### src/rtl/dwt_pkg.sv
package dwt_pkg;
    localparam int BYTE_W = 8;
    localparam int ADDR_W = 3;

    localparam logic [ADDR_W-1:0] A_CTRL   = 3'd0;
    localparam logic [ADDR_W-1:0] A_CNT_LO = 3'd1;
    localparam logic [ADDR_W-1:0] A_CNT_HI = 3'd2;
    localparam logic [ADDR_W-1:0] A_CMP_A  = 3'd3;
    localparam logic [ADDR_W-1:0] A_CMP_B  = 3'd4;
    localparam logic [ADDR_W-1:0] A_FLAGS  = 3'd5;

    typedef enum logic {
        GUARD_ARMED = 1'b0,
        GUARD_SKIP  = 1'b1
    } guard_e;
endpackage

### src/rtl/dwt_core.sv
module dwt_core
    import dwt_pkg::*;
#(
    parameter int W = BYTE_W
) (
    input  logic            clk,
    input  logic            rst_n,
    input  logic            tick,
    input  logic            wide,
    input  logic            ctc,
    input  logic [W-1:0]    cmp_a,
    input  logic [W-1:0]    cmp_b,
    input  logic            ld_lo,
    input  logic            ld_hi_en,
    input  logic [2*W-1:0]  ld_val,
    input  logic            hi_wr,
    input  logic [W-1:0]    hi_val,
    input  logic [1:0]      flag_clr,
    output logic [2*W-1:0]  cnt,
    output logic [1:0]      flags
);
    localparam int CW = 2 * W;
    localparam logic [CW-1:0] ONE_C = CW'(1);
    localparam logic [W-1:0]  ONE_B = W'(1);

    guard_e         guard_q, guard_d;
    logic [CW-1:0]  cnt_d;
    logic [1:0]     flags_d;
    logic           match_a, match_b, eval, clear_now;

    // guard state register
    always_ff @(posedge clk) begin
        if (!rst_n) guard_q <= GUARD_ARMED;
        else        guard_q <= guard_d;
    end

    // guard next state
    always_comb begin
        guard_d = guard_q;
        unique case (guard_q)
            GUARD_ARMED: if (ld_lo) guard_d = GUARD_SKIP;
            GUARD_SKIP: begin
                if (ld_lo)     guard_d = GUARD_SKIP;
                else if (tick) guard_d = GUARD_ARMED;
            end
        endcase
    end

    // compare and counter outputs
    always_comb begin
        match_a   = wide ? (cnt == {cmp_b, cmp_a}) : (cnt[W-1:0] == cmp_a);
        match_b   = wide ? (cnt[CW-1:W] == cmp_b) : (cnt[W-1:0] == cmp_b);
        eval      = tick && !ld_lo && (guard_q == GUARD_ARMED);
        clear_now = eval && ctc && match_a;

        cnt_d = cnt;
        if (ld_lo) begin
            if (ld_hi_en) cnt_d = ld_val;
            else          cnt_d[W-1:0] = ld_val[W-1:0];
        end else begin
            if (hi_wr) cnt_d[CW-1:W] = hi_val;
            if (tick) begin
                if (clear_now) begin
                    cnt_d[W-1:0] = '0;
                    if (wide) cnt_d[CW-1:W] = '0;
                end else if (wide) begin
                    cnt_d = cnt + ONE_C;
                end else begin
                    cnt_d[W-1:0] = cnt[W-1:0] + ONE_B;
                end
            end
        end

        flags_d = (flags & ~flag_clr) | {eval && match_b, eval && match_a};
    end

    always_ff @(posedge clk) begin
        if (!rst_n) begin
            cnt   <= '0;
            flags <= '0;
        end else begin
            cnt   <= cnt_d;
            flags <= flags_d;
        end
    end

    AST_SKIP_NO_FLAG: assert property (@(posedge clk) disable iff (!rst_n)
        (guard_q == GUARD_SKIP && tick && !ld_lo) |=> (!$rose(flags[0]) && !$rose(flags[1])));
    AST_IDLE_HOLD: assert property (@(posedge clk) disable iff (!rst_n)
        (!tick && !ld_lo && !hi_wr) |=> $stable(cnt));
    AST_CTC_CLEAR: assert property (@(posedge clk) disable iff (!rst_n)
        (tick && !ld_lo && guard_q == GUARD_ARMED && ctc && match_a) |=> (cnt[W-1:0] == '0));
    AST_LOAD_WINS: assert property (@(posedge clk) disable iff (!rst_n)
        ld_lo |=> (cnt[W-1:0] == $past(ld_val[W-1:0])));
    AST_FLAG_STICKY: assert property (@(posedge clk) disable iff (!rst_n)
        (flag_clr == 2'b00) |=> ((flags & $past(flags)) == $past(flags)));
endmodule

### src/rtl/dwt_bus.sv
module dwt_bus
    import dwt_pkg::*;
#(
    parameter int W = BYTE_W,
    parameter int AW = ADDR_W
) (
    input  logic            clk,
    input  logic            rst_n,
    input  logic [AW-1:0]   addr,
    input  logic            wr,
    input  logic            rd,
    input  logic [W-1:0]    wdata,
    input  logic [2*W-1:0]  cnt,
    input  logic [1:0]      flags,
    output logic [W-1:0]    rdata,
    output logic            wide,
    output logic            ctc,
    output logic [W-1:0]    cmp_a,
    output logic [W-1:0]    cmp_b,
    output logic            ld_lo,
    output logic            ld_hi_en,
    output logic [2*W-1:0]  ld_val,
    output logic            hi_wr,
    output logic [W-1:0]    hi_val,
    output logic [1:0]      flag_clr
);
    localparam int CW = 2 * W;

    logic [1:0]   ctrl_q;
    logic [W-1:0] temp_q;

    assign wide = ctrl_q[0];
    assign ctc  = ctrl_q[1];

    always_comb begin
        ld_lo    = wr && (addr == A_CNT_LO);
        ld_hi_en = wide;
        ld_val   = {temp_q, wdata};
        hi_wr    = wr && (addr == A_CNT_HI) && !wide;
        hi_val   = wdata;
        flag_clr = (wr && addr == A_FLAGS) ? wdata[1:0] : 2'b00;
    end

    always_ff @(posedge clk) begin
        if (!rst_n) begin
            ctrl_q <= '0;
            cmp_a  <= '0;
            cmp_b  <= '0;
            temp_q <= '0;
        end else if (wr) begin
            case (addr)
                A_CTRL:   ctrl_q <= wdata[1:0];
                A_CNT_HI: if (wide) temp_q <= wdata;
                A_CMP_A: begin
                    cmp_a <= wdata;
                    if (wide) cmp_b <= temp_q;
                end
                A_CMP_B: begin
                    if (wide) temp_q <= wdata;
                    else      cmp_b  <= wdata;
                end
                default: ;
            endcase
        end else if (rd && wide && addr == A_CNT_LO) begin
            temp_q <= cnt[CW-1:W];
        end
    end

    always_comb begin
        rdata = '0;
        case (addr)
            A_CTRL:   rdata = W'(ctrl_q);
            A_CNT_LO: rdata = cnt[W-1:0];
            A_CNT_HI: rdata = wide ? temp_q : cnt[CW-1:W];
            A_CMP_A:  rdata = cmp_a;
            A_CMP_B:  rdata = cmp_b;
            A_FLAGS:  rdata = W'(flags);
            default:  rdata = '0;
        endcase
    end

    AST_CMPB_STAGED: assert property (@(posedge clk) disable iff (!rst_n)
        (wr && addr == A_CMP_B && wide) |=> $stable(cmp_b));
    AST_CMP_ATOMIC: assert property (@(posedge clk) disable iff (!rst_n)
        (wr && addr == A_CMP_A && wide) |=> (cmp_b == $past(temp_q)));
    AST_RD_CAPTURE: assert property (@(posedge clk) disable iff (!rst_n)
        (rd && !wr && wide && addr == A_CNT_LO) |=> (temp_q == $past(cnt[CW-1:W])));
endmodule

### src/rtl/dwt_top.sv
module dwt_top
    import dwt_pkg::*;
#(
    parameter int W  = BYTE_W,
    parameter int AW = ADDR_W
) (
    input  logic          clk,
    input  logic          rst_n,
    input  logic          tick,
    input  logic [AW-1:0] bus_addr,
    input  logic          bus_wr,
    input  logic          bus_rd,
    input  logic [W-1:0]  bus_wdata,
    output logic [W-1:0]  bus_rdata,
    output logic          irq_a,
    output logic          irq_b
);
    logic [2*W-1:0] cnt, ld_val;
    logic [1:0]     flags, flag_clr;
    logic           wide, ctc, ld_lo, ld_hi_en, hi_wr;
    logic [W-1:0]   cmp_a, cmp_b, hi_val;

    dwt_bus #(.W(W), .AW(AW)) u_bus (
        .clk(clk), .rst_n(rst_n), .addr(bus_addr), .wr(bus_wr), .rd(bus_rd),
        .wdata(bus_wdata), .cnt(cnt), .flags(flags), .rdata(bus_rdata),
        .wide(wide), .ctc(ctc), .cmp_a(cmp_a), .cmp_b(cmp_b), .ld_lo(ld_lo),
        .ld_hi_en(ld_hi_en), .ld_val(ld_val), .hi_wr(hi_wr), .hi_val(hi_val),
        .flag_clr(flag_clr)
    );

    dwt_core #(.W(W)) u_core (
        .clk(clk), .rst_n(rst_n), .tick(tick), .wide(wide), .ctc(ctc),
        .cmp_a(cmp_a), .cmp_b(cmp_b), .ld_lo(ld_lo), .ld_hi_en(ld_hi_en),
        .ld_val(ld_val), .hi_wr(hi_wr), .hi_val(hi_val), .flag_clr(flag_clr),
        .cnt(cnt), .flags(flags)
    );

    assign irq_a = flags[0];
    assign irq_b = flags[1];

    AST_RESET_QUIET: assert property (@(posedge clk)
        !rst_n |=> (!irq_a && !irq_b));
endmodule

### config.mk
export PLATFORM = sky130hd
export DESIGN_NAME = dwt_top
export DESIGN_NICKNAME = d
export VERILOG_FILES = /design/src/rtl/dwt_pkg.sv /design/src/rtl/dwt_core.sv /design/src/rtl/dwt_bus.sv /design/src/rtl/dwt_top.sv
export SDC_FILE = /design/constraint.sdc
export NUM_CORES = 1
export LEC_CHECK = 0
export ABC_AREA = 0
export BUFFER_PORTS_ARGS = -buffer_cell sky130_fd_sc_hd__buf_4
export CORE_MARGIN = 8
export CORE_UTILIZATION = 45
export DETAILED_ROUTE_END_ITERATION = 6
export SLEW_MARGIN = 20
export SYNTH_ARGS = -nofsm -noshare
export SYNTH_HDL_FRONTEND = slang
export SYNTH_SLANG_ARGS = --single-unit
### constraint.sdc
create_clock -name clk -period 2.48 [get_ports clk]
set_input_delay 0.248 -clock clk [delete_from_list [all_inputs] [get_ports clk]]
set_output_delay 0.248 -clock clk [all_outputs]
set_load 0.005 [all_outputs]
==> flow_metrics.py, run 1 <==
metrics = {
    "detailed_routing": {
        "drt_iter0_markers": 267,
        "dr_total_vias": 3009,
        "drt-total-wl_um": 10200,
        "ant_nets": 0,
        "wire_per_inst_um": 19.7,
        "vias_per_cell": 5.81,
        "drc_errors": 0,
        "dr.pass1.iters": 5,
    },
    "yosys": {
        "yosysTopAreaCell": "dfxtp_1",
        "synth_edf_count": 0,
        "syn-cell-area_mm2": 0.00322,
        "ys_seq_area_share_pct": 27.9,
        "synth_nets": 420,
        "synthCells": 403,
        "avgSynthCellArea_um2": 8.00,
        "netlist.area_leader.share_pct": 27.9,
        "yosys.cell_types.count": 47,
        "synth-seq-cells": 45,
        "async_flop_share_pct": 0,
        "dominantRegCellSynth": "dfxtp_1",
        "yosys_warnings": 0,
        "synth.area.top_cells": "dfxtp_1 (28%), mux2i_1 (11%), xor2_1 (6.2%)",
    },
    "final_layout": {
        "antenna_cells": 0,
        "areaGrowthSynthToFinish_pct": 12.1,
        "drive_above_1_share_pct": 18.9,
        "nNetsFinal": 436,
        "layout_common_cells": "buf_4 (45), dfxtp_1 (45), nand2_1 (42), nor2_1 (42), mux2i_1 (34)",
    },
    "timing": {
        "setup_tns_ps": 0,
        "worstMarginPinSlew_ps": 609,
        "finalCritPeriodShare_pct": 95.7,
        "min_period_ps": 2370,
        "fmax_mhz": 421,
        "hold_violations": 0,
        "rsz0062_at_grt": "false",
        "fin_skew_ps": 13.2,
        "slew_violations": 0,
        "slew_headroom_pct": 59.3,
        "finalSetupViolations": 0,
        "hold_slack_ps": 250,
    },
    "floorplanning": {
        "placementRows": 31,
        "die-area_mm2": 0.0101,
        "ios": 26,
        "start_util_pct": 45.4,
        "dieWidth_um": 101,
        "die_y_um": 101,
        "core_mm2": 0.00710,
    },
    "setup_path": {
        "cp_max_fo": 11,
        "crit_path_start_kind": "flop",
        "arrival_ps": 2130,
        "reg2regPathDepth": 6,
        "crit_type": "flop to primary output",
        "cp-end-kind": "primary output",
        "worstPathRequired_ps": 2230,
    },
    "worst_hold_path": {
        "hp-class": "input port to flop",
        "hold_depth": 3,
    },
    "global_routing": {
        "antenna_found_initial": 0,
        "grt_max_degree": 36,
        "overflow": 0,
        "gr-usage-all-layers_pct": 21.0,
        "grt_first_pass_wirelength_um": 16300,
        "first_global_vias": 2960,
    },
    "pwr": {
        "pwr-share-comb_pct": 21.5,
        "internal_power_mw": 1.12,
        "pwr-share-clk_pct": 30.1,
        "p_sw_mw": 0.493,
        "power_frac_seq_pct": 48.4,
        "peakVddDrop_mv": 0.336,
        "p_sw_share_pct": 30.5,
        "p_leak_nw": 1.41,
        "power-per-cell-area_mw_per_mm2": 447,
    },
    "clock_network": {
        "cts_buffers": 5,
        "cts.sinks": 45,
        "postCtsResizedCells": 0,
        "htreeDepth": 2,
        "cts_root_buf": "clkbuf_8",
        "clk_pin_slew_worst_paths_ps": 80,
        "cts_buffer_depth": 2,
        "hold_buffers": 0,
        "clock_latency_ps": 310,
        "cts_tree": "done",
        "postCtsSetupBuffers": 0,
    },
    "place": {
        "hpwl_um": 7590,
        "gp_congestion": 0.974,
        "numPortBuffers": 25,
    },
    "status": {
        "outcome": "finished clean",
    },
    "run": {
        "maxCapViolCount": 0,
    },
}
-- worst paths after layout --
path | startpoint | to | slack [ps]
setup / recovery | u_bus.ctrl_q[0] | bus_rdata[0] | 110
hold reg to reg | u_core.guard_q | u_core.guard_q | 500
hold / removal | bus_wdata[4] | u_bus.cmp_a[4] | 250
setup reg to reg | u_bus.cmp_b[3] | u_core.cnt[7] | 330
-- worst max-delay path, stage by stage, from the launching register on --
cell and delay, ps:
dfxtp_1 700, o21ai_0 280, mux4_2 510, o21a_1 200
buf_4 140
-- layout make-up --
cell class | count | area, um^2
fill | 715 | 3480
inverter | 6 | 22.5
clock inverter | 1 | 7.51
multi-input combinational | 315 | 2120
tap | 99 | 124
clock buffer | 6 | 82.6
timing repair buffer | 46 | 358
sequential | 45 | 901
-- state kept, by name, summed over array words and instances (netlist names) --
register,flops
u_bus.cmp_b,8
u_core.flags,2
u_core.guard_q,1
u_core.cnt,16
u_bus.cmp_a,8
u_bus.temp_q,8
u_bus.ctrl_q,2
-- synth_stat cells (2+ instances only) --
cell type  instances
dfxtp_1           45
nand2_1           42
nor2_1            42
mux2i_1           34
a21oi_1           31
o21ai_0           25
xor2_1            23
clkbuf_1          22
nand3_1           14
mux2_2            13
xnor2_1           13
a211oi_1           9
nand4_1            9
a221oi_2           6
and3_1             6
buf_2              6
buf_4              5
nor2b_1            5
o22ai_1            5
inv_1              4
nor3_1             4
nor4_1             4
nand2b_1           3
and2_1             2
and4_1             2
buf_1              2
buf_6              2
clkinv_1           2
mux4_2             2
nand3b_1           2
o31ai_1            2
or4_1              2
-- routing by layer --
layer	vias up	wire (um)	global-route usage, %
met5	-	0	0
met4	0	297	7.67
met3	21	746	4.07
met2	92	4720	33.7
met1	1446	4430	26.9
li1	1450	-	-
-- power groups by stage --
stage               logic [mW]  registers, mW  clock network [mW]
global placement         0.339          0.798                   0
CTS                      0.344          0.782               0.488
finish                   0.348          0.782               0.486
global route             0.377          0.785               0.515
floorplan                0.226          0.785                   0
detailed placement       0.343          0.798                   0
-- logic make-up (layout without fill, tap and decap cells) --
logic type               after synthesis  after routing  share of synthesized area, %
multiplexers                          49             49                          16.5
AND/OR/NAND/NOR                      144            144                          22.3
flip-flops                            45             45                          27.9
XOR/XNOR                              36             36                          9.78
buffers and inverters                 43             59                          6.29
AO/OA/AOI/OAI                         85             85                          16.8
adder cells (fa/ha/maj)                1              1                         0.388
-- metrics by stage --
step / total power [mW] / instances / cell area [um^2] / util, % / worst slack (ps)
floorplan: 1.01 / 403 / 3220 / - / 485
global placement: 1.14 / 511 / 3530 / 49.7 / 385
detailed placement: 1.14 / 511 / 3530 / 49.7 / 348
CTS: 1.61 / 518 / 3620 / 50.9 / 160
global route: 1.68 / 518 / 3620 / 50.9 / 24.4
finish: 1.62 / 518 / 3620 / 50.9 / 106
Power figures use the tool's default switching activity.
==> run 2: changes to the inputs <==
--- a/config.mk
+++ b/config.mk
@@ -8,8 +8,9 @@
 export ABC_AREA = 0
 export BUFFER_PORTS_ARGS = -buffer_cell sky130_fd_sc_hd__buf_4
 export CORE_MARGIN = 8
-export CORE_UTILIZATION = 45
+export CORE_UTILIZATION = 60
 export DETAILED_ROUTE_END_ITERATION = 6
+export PLACE_DENSITY = 0.8
 export SLEW_MARGIN = 20
 export SYNTH_ARGS = -nofsm -noshare
 export SYNTH_HDL_FRONTEND = slang
==> run 2 against run 1 <==
Compared with the run above: first-iteration DRC count up 52%; critical path type unchanged; hold slack improved by 12 ps; fmax up 6.5%; largest cell class unchanged; combinational power hardly changed; critical endpoint is now bus_rdata[4]; highest routed layer unchanged.
==> flow_metrics.py, run 2 (synthesis results as in run 1) <==
metrics = {
    "final_layout": {
        "areaGrowthSynthToFinish_pct": 10.9,
        "layout_common_cells": "buf_4 (48), dfxtp_1 (44), nand2_1 (42), nor2_1 (42), mux2i_1 (34)",
        "antenna_cells": 0,
        "design_area_mm2": 0.00358,
        "top_register": "u_core.cnt",
        "fin_util_pct": 69.6,
        "nNetsFinal": 438,
        "largest_reg_flops": 16,
        "fillerInstances": 457,
        "drive_above_1_share_pct": 19.4,
        "mostFrequentLayoutCell": "buf_4",
    },
    "timing": {
        "rsz0062_at_grt": "false",
        "slew_headroom_pct": 47.4,
        "hold_violations": 0,
        "finalCritPeriodShare_pct": 89.9,
        "min_period_ps": 2230,
        "fmax_mhz": 448,
        "worstMarginPinSlew_ps": 786,
        "fin_skew_ps": 7.36,
        "setup_tns_ps": 0,
        "finalSetupViolations": 0,
        "slew_violations": 0,
    },
    "clock_network": {
        "cts_tree": "done",
        "clock_latency_ps": 300,
        "cts_buffers": 5,
        "postCtsSetupBuffers": 0,
        "cts.sinks": 45,
        "cts_root_buf": "clkbuf_8",
        "clk_pin_slew_worst_paths_ps": 80,
        "htreeDepth": 2,
        "cts_buffer_depth": 2,
    },
    "floorplanning": {
        "ios": 26,
        "dieWidth_um": 89.3,
        "die-area_mm2": 0.00798,
        "die_y_um": 89.3,
        "start_util_pct": 62.7,
        "placementRows": 26,
        "core_mm2": 0.00514,
    },
    "setup_path": {
        "crit_buf_inv": 3,
        "worstPathRequired_ps": 2230,
        "path_delay_family": "buffers and inverters",
        "cp_max_fo": 10,
        "crit_slowest_cell": "dfxtp_2",
        "arrival_ps": 1980,
        "crit_path_frequent_cell": "buf_4",
        "cp-end-kind": "primary output",
        "max_stage_delay_ps": 470,
        "cp-startpoint": "u_bus.ctrl_q[0]",
        "crit_type": "flop to primary output",
        "r2r_start": "u_core.cnt[6]",
        "path_cells": "buf_4 -> buf_4 -> mux2_2 -> a21oi_1 -> o21ai_0 -> buf_4",
        "crit_path_start_kind": "flop",
    },
    "place": {
        "gp_congestion": 0.936,
        "numPortBuffers": 25,
        "hpwl_um": 7220,
        "place_area_mm2": 0.00349,
    },
    "detailed_routing": {
        "dr.pass1.iters": 6,
        "drc_errors": 0,
        "wire_per_inst_um": 20.3,
        "drt-total-wl_um": 9980,
        "dr_total_vias": 3132,
        "ant_nets": 0,
        "drt_iter0_markers": 406,
        "vias_per_cell": 6.37,
    },
    "worst_hold_path": {
        "hp-class": "input port to flop",
        "min-delay-start": "bus_wdata[1]",
    },
    "run": {
        "maxCapViolCount": 0,
    },
    "global_routing": {
        "overflow": 0,
        "grt_max_degree": 36,
        "antenna_found_initial": 0,
        "gr-usage-all-layers_pct": 26.1,
        "first_global_vias": 3018,
        "grt_first_pass_wirelength_um": 15700,
    },
    "status": {
        "outcome": "finished clean",
    },
    "pwr": {
        "power-per-cell-area_mw_per_mm2": 445,
        "p_leak_nw": 1.42,
        "finalPower_mw": 1.59,
        "peakVddDrop_mv": 0.421,
    },
}
==> run 2: final cells by class <==
| type | instances | area [um^2] | share of cell area, % |
|---|---|---|---|
| clock inverters | 2 | 10.0 | 0.280 |
| flip-flops and latches | 45 | 902 | 25.2 |
| multi-input cells | 315 | 2120 | 59.3 |
| repair buffers | 48 | 360 | 10.1 |
| inverters | 6 | 22.5 | 0.630 |
| well taps | 70 | 87.6 | 2.45 |
| clock buffers | 6 | 72.6 | 2.03 |
==> run 2: power by group <==
group	internal, mW	switching, mW	leakage (nW)
sequential	0.750	0.0323	0.366
combinational	0.152	0.198	1.01
clock	0.196	0.264	0.0450
==> run 2: worst paths after layout <==
kind                          to  slack, ps  depth (start not counted)
setup / recovery    bus_rdata[4]        250                          6
hold / removal    u_bus.cmp_a[1]        260                          3
setup reg to reg  u_core.cnt[11]        310                          6
hold reg to reg   u_bus.cmp_a[3]        490                          2
==> run 2: worst register-to-register path, stage by stage, from the launching register on <==
cell and delay [ps]:
dfxtp_1 510, xnor2_1 190, nand4_1 110, or4_1 490
o21ba_1 340, a221oi_2 320, a21oi_1 100
==> run 2: metrics by stage <==
step                hold WS (ps)  setup slack, ps  std cells
detailed placement           482              350        484
finish                       262              250        492
floorplan                    384              485        403
global route                 251              141        492
global placement             475              388        484
CTS                          247              107        492
==> run 2: routing by layer <==
layer / up-vias / share of wire (%) / track usage (%)
met2: 180 / 48 / 44.2
li1: 1461 / - / -
met5: - / 0 / 0
met3: 38 / 9.4 / 5.06
met1: 1453 / 39 / 31.3
met4: 0 / 4.0 / 11.3
==> run 2: repair_timing <==
action	4_1_cts	5_1_grt
resized for setup	0	1
hold buffers	0	0
endpoints found under the setup margin	0	1
